--- src/rtl/bre_pkg.sv ---
package bre_pkg;

    typedef enum logic [2:0] {
        PH_IDLE = 3'd0,
        PH_DEC  = 3'd1,
        PH_RD   = 3'd2,
        PH_PROC = 3'd3,
        PH_WR   = 3'd4
    } phase_e;

    typedef enum logic [1:0] {
        OP_NOP = 2'd0,
        OP_ROR = 2'd1,
        OP_SET = 2'd2
    } op_e;

    localparam logic [5:0] ROR_KEY = 6'b010000;
    localparam logic [6:0] SET_KEY = 7'b0110100;

    typedef struct packed {
        op_e  op;
        logic to_file;
        logic use_bank;
    } dec_t;

endpackage

--- src/rtl/bre_decode.sv ---
module bre_decode
    import bre_pkg::*;
#(
    parameter int DW = 8,
    parameter int IW = 16
) (
    input  logic [IW-1:0] instr,
    output dec_t          ctl,
    output logic [DW-1:0] fsel
);
    localparam int ROR_LSB = IW - 6;
    localparam int SET_LSB = IW - 7;

    always_comb begin
        fsel         = instr[DW-1:0];
        ctl.op       = OP_NOP;
        ctl.to_file  = 1'b0;
        ctl.use_bank = 1'b0;
        if (instr[IW-1:ROR_LSB] == ROR_KEY) begin
            ctl.op       = OP_ROR;
            ctl.to_file  = instr[DW+1];
            ctl.use_bank = instr[DW];
        end else if (instr[IW-1:SET_LSB] == SET_KEY) begin
            ctl.op       = OP_SET;
            ctl.to_file  = 1'b1;
            ctl.use_bank = instr[DW];
        end
    end
endmodule

--- src/rtl/bre_addr.sv ---
module bre_addr #(
    parameter int DW = 8,
    parameter int BW = 4
) (
    input  logic             use_bank,
    input  logic [DW-1:0]    fsel,
    input  logic [BW-1:0]    bank,
    output logic [BW+DW-1:0] addr
);
    // fixed mode: upper half of f selects the top page, lower half page 0
    always_comb begin
        if (use_bank) addr = {bank, fsel};
        else          addr = {{BW{fsel[DW-1]}}, fsel};
    end
endmodule

--- src/rtl/bre_alu.sv ---
module bre_alu
    import bre_pkg::*;
#(
    parameter int DW = 8
) (
    input  op_e           op,
    input  logic [DW-1:0] src,
    output logic [DW-1:0] res,
    output logic          neg,
    output logic          zero
);
    always_comb begin
        unique case (op)
            OP_ROR:  res = {src[0], src[DW-1:1]};
            OP_SET:  res = '1;
            default: res = src;
        endcase
        neg  = res[DW-1];
        zero = (res == '0);
    end
endmodule

--- src/rtl/bytereg_exec.sv ---
module bytereg_exec
    import bre_pkg::*;
#(
    parameter int DW = 8,
    parameter int BW = 4,
    parameter int IW = 16
) (
    input  logic                clk,
    input  logic                rst_n,
    input  logic                start,
    input  logic [IW-1:0]       instr,
    input  logic [BW-1:0]       bsr,
    output logic [BW+DW-1:0]    mem_addr,
    output logic                mem_rd_en,
    input  logic [DW-1:0]       mem_rd_data,
    output logic                mem_wr_en,
    output logic [DW-1:0]       mem_wr_data,
    output logic                w_wr_en,
    output logic [DW-1:0]       w_wr_data,
    output logic                stat_wr_en,
    output logic                n_flag,
    output logic                z_flag,
    output logic                busy,
    output logic                done
);
    localparam int AW = BW + DW;

    typedef struct packed {
        phase_e        ph;
        logic [IW-1:0] ir;
        op_e           op;
        logic          to_file;
        logic [AW-1:0] addr;
        logic [DW-1:0] res;
        logic          n;
        logic          z;
    } st_t;

    st_t st_d, st_q;

    dec_t          dec_ctl;
    logic [DW-1:0] dec_f;
    logic [AW-1:0] ea;
    logic [DW-1:0] alu_res;
    logic          alu_n, alu_z;

    bre_decode #(.DW(DW), .IW(IW)) u_dec (
        .instr (st_q.ir),
        .ctl   (dec_ctl),
        .fsel  (dec_f)
    );

    bre_addr #(.DW(DW), .BW(BW)) u_addr (
        .use_bank (dec_ctl.use_bank),
        .fsel     (dec_f),
        .bank     (bsr),
        .addr     (ea)
    );

    bre_alu #(.DW(DW)) u_alu (
        .op   (st_q.op),
        .src  (mem_rd_data),
        .res  (alu_res),
        .neg  (alu_n),
        .zero (alu_z)
    );

    always_comb begin
        st_d = st_q;
        unique case (st_q.ph)
            PH_IDLE: begin
                if (start) begin
                    st_d.ir = instr;
                    st_d.ph = PH_DEC;
                end
            end
            PH_DEC: begin
                st_d.op      = dec_ctl.op;
                st_d.to_file = dec_ctl.to_file;
                st_d.addr    = ea;
                st_d.ph      = PH_RD;
            end
            PH_RD: begin
                st_d.ph = PH_PROC;
            end
            PH_PROC: begin
                st_d.res = alu_res;
                st_d.n   = alu_n;
                st_d.z   = alu_z;
                st_d.ph  = PH_WR;
            end
            PH_WR: begin
                st_d.ph = PH_IDLE;
            end
            default: st_d.ph = PH_IDLE;
        endcase
    end

    always_ff @(posedge clk) begin
        if (!rst_n) begin
            st_q <= '0;
        end else begin
            st_q <= st_d;
        end
    end

    always_comb begin
        busy        = (st_q.ph != PH_IDLE);
        done        = (st_q.ph == PH_WR);
        mem_addr    = st_q.addr;
        mem_rd_en   = (st_q.ph == PH_RD) && (st_q.op != OP_NOP);
        mem_wr_en   = done && ((st_q.op == OP_SET) ||
                               (st_q.op == OP_ROR && st_q.to_file));
        w_wr_en     = done && (st_q.op == OP_ROR) && !st_q.to_file;
        stat_wr_en  = done && (st_q.op == OP_ROR);
        mem_wr_data = st_q.res;
        w_wr_data   = st_q.res;
        n_flag      = st_q.n;
        z_flag      = st_q.z;
    end

    // ---------------- assertions ----------------
    logic [DW-1:0] out_data;
    assign out_data = w_wr_en ? w_wr_data : mem_wr_data;

    assert_one_dest_R2: assert property (@(posedge clk) disable iff (!rst_n)
        !(mem_wr_en && w_wr_en));

    assert_flag_neg_R3: assert property (@(posedge clk) disable iff (!rst_n)
        stat_wr_en |-> (n_flag == out_data[DW-1]));

    assert_flag_zero_R3: assert property (@(posedge clk) disable iff (!rst_n)
        stat_wr_en |-> (z_flag == (out_data == '0)));

    assert_fill_ones_R4: assert property (@(posedge clk) disable iff (!rst_n)
        (mem_wr_en && !stat_wr_en) |-> (mem_wr_data == '1));

    assert_writes_at_done_R6: assert property (@(posedge clk) disable iff (!rst_n)
        (mem_wr_en || w_wr_en || stat_wr_en) |-> done);

    assert_read_then_proc_R6: assert property (@(posedge clk) disable iff (!rst_n)
        mem_rd_en |=> (busy && !done && !mem_rd_en));

    assert_done_ends_R6: assert property (@(posedge clk) disable iff (!rst_n)
        done |=> !busy);

    assert_start_taken_R7: assert property (@(posedge clk) disable iff (!rst_n)
        (!busy && start) |=> (busy && !done));

    assert_busy_holds_R7: assert property (@(posedge clk) disable iff (!rst_n)
        (busy && !done) |=> busy);

endmodule

--- config.mk ---
export PLATFORM = sky130hd
export DESIGN_NAME = bytereg_exec
export DESIGN_NICKNAME = d
export VERILOG_FILES = /design/src/rtl/bre_pkg.sv /design/src/rtl/bre_decode.sv /design/src/rtl/bre_addr.sv /design/src/rtl/bre_alu.sv /design/src/rtl/bytereg_exec.sv
export SDC_FILE = /design/constraint.sdc
export NUM_CORES = 1
export LEC_CHECK = 0
export ABC_AREA = 1
export BUFFER_PORTS_ARGS = -buffer_cell sky130_fd_sc_hd__buf_4
export CAP_MARGIN = 20
export CORE_MARGIN = 3
export CORE_UTILIZATION = 45
export CTS_BUF_LIST = sky130_fd_sc_hd__clkbuf_2 sky130_fd_sc_hd__clkbuf_4 sky130_fd_sc_hd__clkbuf_8
export DETAILED_ROUTE_END_ITERATION = 16
export GPL_ROUTABILITY_DRIVEN = 0
export PLACE_DENSITY = 0.72
export SYNTH_ARGS = -nofsm -noshare
export SYNTH_HDL_FRONTEND = slang
export SYNTH_HIERARCHICAL = 1
export SYNTH_SLANG_ARGS = --single-unit
export TNS_END_PERCENT = 50
--- constraint.sdc ---
create_clock -name clk -period 1.7 [get_ports clk]
set_clock_uncertainty 0.15 [all_clocks]
set_input_delay 0.34 -clock clk [delete_from_list [all_inputs] [get_ports clk]]
set_output_delay 0.34 -clock clk [all_outputs]
set_load 0.05 [all_outputs]
# [Word-level counts from Yosys, hierarchy flattened]
# Index checks and enable logic that the tools add are counted.
[word_totals] reg_bits=44 input_bits=31 out_inout_bits=36 word_cells=35
[classes] n_eq_ne=9 muxes=6 n_reduce_logical=12
[ops] cell="19-bit two-way mux" n=1
[ops] cell="8-bit case mux with 2 select lines" n=1
[ops] cell="12-bit two-way mux" n=1
[ops] cell="3-bit case mux with 4 select lines" n=1
[ops] cell="8-bit zero test" n=1
[ops] cell="4-bit two-way mux" n=2
[ops] cell="7-bit by 6-bit == test with 1-bit output, second input constant" n=1
[ops] cell="3-bit by 2-bit == test with 1-bit output, second input constant" n=2
[ops] cell="6-bit by 5-bit == test with 1-bit output, second input constant" n=1
[ops] cell="1-bit logical AND" n=5
[ops] cell="3-bit by 1-bit == test with 1-bit output, second input constant" n=1
[ops] cell="3-bit == test, second input constant" n=1
[ops] cell="3-bit zero test" n=1
[ops] cell="3-bit nonzero test" n=1
[ops] cell="2-bit by 1-bit == test with 1-bit output, second input constant" n=1
[ops] cell="2-bit == test, second input constant" n=1
[ops] cell="2-bit inequality test, second input constant" n=1
[ops] cell="2-bit AND reduction" n=1
[ops] cell="2-bit nonzero test" n=1
[ops] cell="1-bit zero test" n=1
[ops] cell="1-bit logical OR" n=1

# [Logic depth before layout (Yosys ltp)]
[depth] word_depth=4 depth_mapped=12 ltp_nobuf=11

# [Modules after synthesis]
# Netlist, hierarchy kept.
[by_module_without_submodules] mod="bytereg_exec" n_inst=1 cells_each=296 area_each_um2=2073.2 seq_area_each_um2=880.8
[by_module_without_submodules] mod="bre_alu" n_inst=1 cells_each=67 area_each_um2=302.8 seq_area_each_um2=0.0
[by_module_without_submodules] mod="bre_decode" n_inst=1 cells_each=30 area_each_um2=163.9 seq_area_each_um2=0.0
[by_module_without_submodules] mod="bre_addr" n_inst=1 cells_each=18 area_each_um2=100.1 seq_area_each_um2=0.0

# [Worst setup path before layout]
# No wires, ideal clock.
[synth_path] path_type="reg2out" startpoint="reg st_q[43] (netlist bit)" endpoint="out mem_wr_en" arrival_ns=1.745 required_ns=1.210 path_slack_ns=-0.535 stages_incl_launch_ff=3 n_path_buf=0 path_cell_list="dfxtp_1 -> nand2_1 -> a211oi_1"
[synth_via] elab_chain_len=2
[synth_lines] item="start, declared" line="bytereg_exec.sv:39" text="st_t st_d, st_q;"
[synth_lines] item="start signal, assigned" line="bytereg_exec.sv:103" text="st_q <= st_d;"
[synth_lines] item="3-bit == test" line="bytereg_exec.sv:109" text="done = (st_q.ph == PH_WR);"
[synth_lines] item="1-bit logical AND" line="bytereg_exec.sv:112" text="mem_wr_en = done && ((st_q.op == OP_SET) ||"
[synth_lines] item="end, declared" line="bytereg_exec.sv:16" text="output logic mem_wr_en,"
# Every way passes these cells.

# [Worst setup path in the final report]
[layout_path] startpoint="reg st_q[24] (netlist bit)" endpoint="out mem_wr_en"
[layout_via] elab_chain_len=4 elab_cells_between_ends=5 cone_classes="eq/ne: 2; reduce/logical: 3"
[layout_lines] item="2-bit by 1-bit == test with 1-bit output" line="bytereg_exec.sv:113" text="(st_q.op == OP_ROR && st_q.to_file));"
[layout_lines] item="1-bit logical AND" line="bytereg_exec.sv:113"
[layout_lines] item="1-bit logical OR (*)" line="bytereg_exec.sv:112"
[layout_lines] item="1-bit logical AND (*)" line="bytereg_exec.sv:112"
# Mark *: on every way between the ends. The rest lies on a longest branch, timed or not.

==> impl_metrics.json <==
{
  "outcome": "complete, but fails checks",
  "switching_share_pct": 35.1,
  "ant_nets": 0,
  "cts_max_path_buffers": 2,
  "arrival_ns": 1.23,
  "netlist_area_um2": 2640,
  "area_growth_pct": 19.0,
  "regArea_um2": 892,
  "antenna_found_initial": 0,
  "vias_per_cell": 4.47,
  "crit-reg2reg-capture": "z_flag$_SDFFE_PN0N_",
  "synth_top_area_cell": "dfxtp_1",
  "grtUsageTotal_pct": 16.5,
  "slew_viol_final": 0,
  "drcViolationCount": 0,
  "holdCritStartpoint": "instr[13]",
  "grt_start_max_net_pins": 43,
  "hp-class": "input port to flop",
  "grt.overflow.total": 0,
  "maxCapViolations": 0,
  "p_per_area_nw_per_um2": 979,
  "die_width_um": 82.6,
  "worstReg2RegStart": "st_q[24]$_SDFFE_PN0N_",
  "synth.distinct_cells": 26,
  "switchingPower_mw": 1.08,
  "finalSetupViolations": 2,
  "synth_seq_area_share_pct": 33.4,
  "synthCells": 411,
  "multiInputGateArea_um2": 1090,
  "tightest_slew_ns": 0.349,
  "grt_pass1_vias": 2178,
  "numClockSinks": 44,
  "drt_iter0_drc": 100,
  "htreeDepth": 2,
  "dr.pass1.iters": 4,
  "start_kind": "flop",
  "relSlewSlack_pct": 76.7,
  "grt_pass1_wl_um": 8890,
  "clk_pin_slew_worst_paths_ns": 0.09,
  "cts_tree": "yes",
  "final_common_cell": "nand2_1",
  "period_needed_ns": 1.72,
  "rsz0062_at_grt": "yes",
  "tns_ns": -0.0377,
  "ys_seq_elements": 44,
  "finalHoldViolations": 0,
  "min_to": "st_q[38]$_SDFFE_PN0P_",
  "numCtsBuffers": 5,
  "syn_nets": 444,
  "p_seq_share_pct": 39.3,
  "reg2reg_depth": 11,
  "ios": 67,
  "intPower_mw": 2.00,
  "fin_ws_ns": -0.0218,
  "path_class": "flop to primary output",
  "start_util_pct": 47.1,
  "cpLargestDelayFamily": "buffers and inverters",
  "vdd_drop_max_mv": 0.441,
  "io_buffer_count": 66,
  "drive_gt1_share_pct": 27.0,
  "cp_slowest_cell": "dfxtp_2",
  "end_kind": "primary output",
  "violations": "setup timing",
  "layout_common_cells": "nand2_1 (84), inv_1 (74), nor2_1 (73)",
  "die_h_um": 82.6,
  "fin_crit_sh_pct": 101,
  "synth-async-reset-ratio_pct": 0,
  "wl_per_cell_um": 10.2,
  "reg2reg_slack_ns": 0.07,
  "crit_top_cell": "buf_6",
  "insertion_delay_ns": 0.30,
  "num_rows": 27,
  "crit_buf_inv": 3,
  "n_fill_cell": 555,
  "power.total_mw": 3.08,
  "antennaDiodeCount": 0,
  "crit_path_max_incr_delay_ns": 0.33,
  "cp_max_fo": 4,
  "p_clk_share_pct": 27.4,
  "core-area_um2": 5610,
  "cts_root_buf": "clkbuf_8",
  "synth_ff_type": "dfxtp_1",
  "fmax_mhz": 581,
  "pre_cts_slack_ns": -0.0556,
  "combPwrFrac_pct": 33.3,
  "synth_top_area_share_pct": 33.4,
  "post-dp-hpwl_um": 3880,
  "worstHoldPathCells": 5,
  "avgSynthCellArea_um2": 6.42,
  "finalWirelength_um": 5220,
  "synth.area.top_cells": "dfxtp_1 (33%), buf_4 (13%), nand2_1 (12%)",
  "yosysWarningCount": 6,
  "num_vias": 2288,
  "path_cells": "buf_6, inv_4, nand2_2, a211oi_2, buf_6",
  "synth_edf_count": 0,
  "die_area_um2": 6820,
  "layout.nets": 472,
  "leakagePower_nw": 1.70,
  "crit_required_ns": 1.21
}
[power groups by stage]
stage / clock network [mW] / registers (mW) / logic [mW]
floorplan: 0 / 1.23 / 0.842
global placement: 0 / 1.23 / 0.926
detailed placement: 0 / 1.23 / 0.939
CTS: 0.860 / 1.21 / 0.971
global route: 0.895 / 1.22 / 1.16
finish: 0.844 / 1.21 / 1.02
[sequential cells by signal (all words and copies together), names as in the netlist]
signal	cells
st_q	22
mem_addr	12
z_flag	1
n_flag	1
mem_wr_data	8
[worst max-delay path by stage]
stage / from / to / slack (ns) / cells after the start
CTS: st_q[42]$_SDFFE_PN0P_ / mem_wr_en / -0.08 / 4
finish: st_q[24]$_SDFFE_PN0N_ / mem_wr_en / -0.02 / 5
global route: st_q[24]$_SDFFE_PN0N_ / mem_wr_en / -0.08 / 5
floorplan: st_q[43]$_SDFFE_PN0P_ / mem_wr_en / -0.07 / 2
detailed placement: st_q[23]$_SDFFE_PN0N_ / z_flag$_SDFFE_PN0N_ / -0.06 / 11
global placement: st_q[23]$_SDFFE_PN0N_ / z_flag$_SDFFE_PN0N_ / -0.001 / 11
[cell families (layout without fill, tap and decap cells)]
| family | Yosys count | count (layout) | share of synthesized area (%) |
|---|---|---|---|
| buffers and inverters | 141 | 170 | 27.7 |
| and+or+nand+nor | 196 | 196 | 32.6 |
| adders and majority gates | 2 | 2 | 0.948 |
| DFF | 44 | 44 | 33.4 |
| AOI/OAI and AO/OA | 28 | 28 | 5.40 |
[synth_stat cells (all sizes together) (2+ instances only)]
cell     n
clkbuf   5
nor2    80
nand3    6
dfxtp   44
buf     54
nand2   90
ha       2
o21ai   25
a21oi    2
nand4   18
inv     81
[metrics by stage]
| step | cells | instance area [um^2] | hold WS, ns | utilization, % |
|---|---|---|---|---|
| after CTS | 507 | 3050 | 0.202 | 54.5 |
| after detailed placement | 496 | 2860 | 0.325 | 50.9 |
| final | 512 | 3140 | 0.208 | 56.0 |
| after floorplan | 411 | 2650 | 0.305 | - |
| after global placement | 496 | 2860 | 0.318 | 50.9 |
| after global routing | 512 | 3140 | 0.236 | 56.0 |
[layout make-up]
class | instances | area share (%)
Tap cell | 72 | 2.87
Clock buffer | 6 | 2.63
Sequential cell | 44 | 28.4
Inverter | 82 | 9.96
Timing Repair Buffer | 80 | 20.3
Multi-Input combinational cell | 226 | 34.6
Clock inverter | 2 | 1.23
[per-layer routing]
| metal | vias up | GRT usage, % | wire length, um |
|---|---|---|---|
| li1 | 1227 | - | - |
| met1 | 995 | 18.7 | 2210 |
| met2 | 59 | 29.8 | 2600 |
| met3 | 7 | 3.69 | 315 |
| met4 | 0 | 6.37 | 91 |
| met5 | - | 0 | 0 |
[timing repair]
| item | in CTS | in global routing |
|---|---|---|
| buffers inserted | 3 | 5 |
| endpoints found under the setup margin | 7 | 10 |
| gates resized for setup | 20 | 14 |
| hold buffers | 0 | 0 |
| pin swaps | 3 | 2 |
| endpoints found under the hold margin | 0 | 0 |
[worst register-to-register path, delay by kind of cell, from the launching register on]
family                   cells  cell delay, ns
AND/OR/NAND/NOR              7            0.56
flip-flops                   1            0.33
adder cells (fa/ha/maj)      1            0.26
buffers and inverters        2            0.18
AO/OA/AOI/OAI                1            0.08
Power figures use the tool's default switching activity.
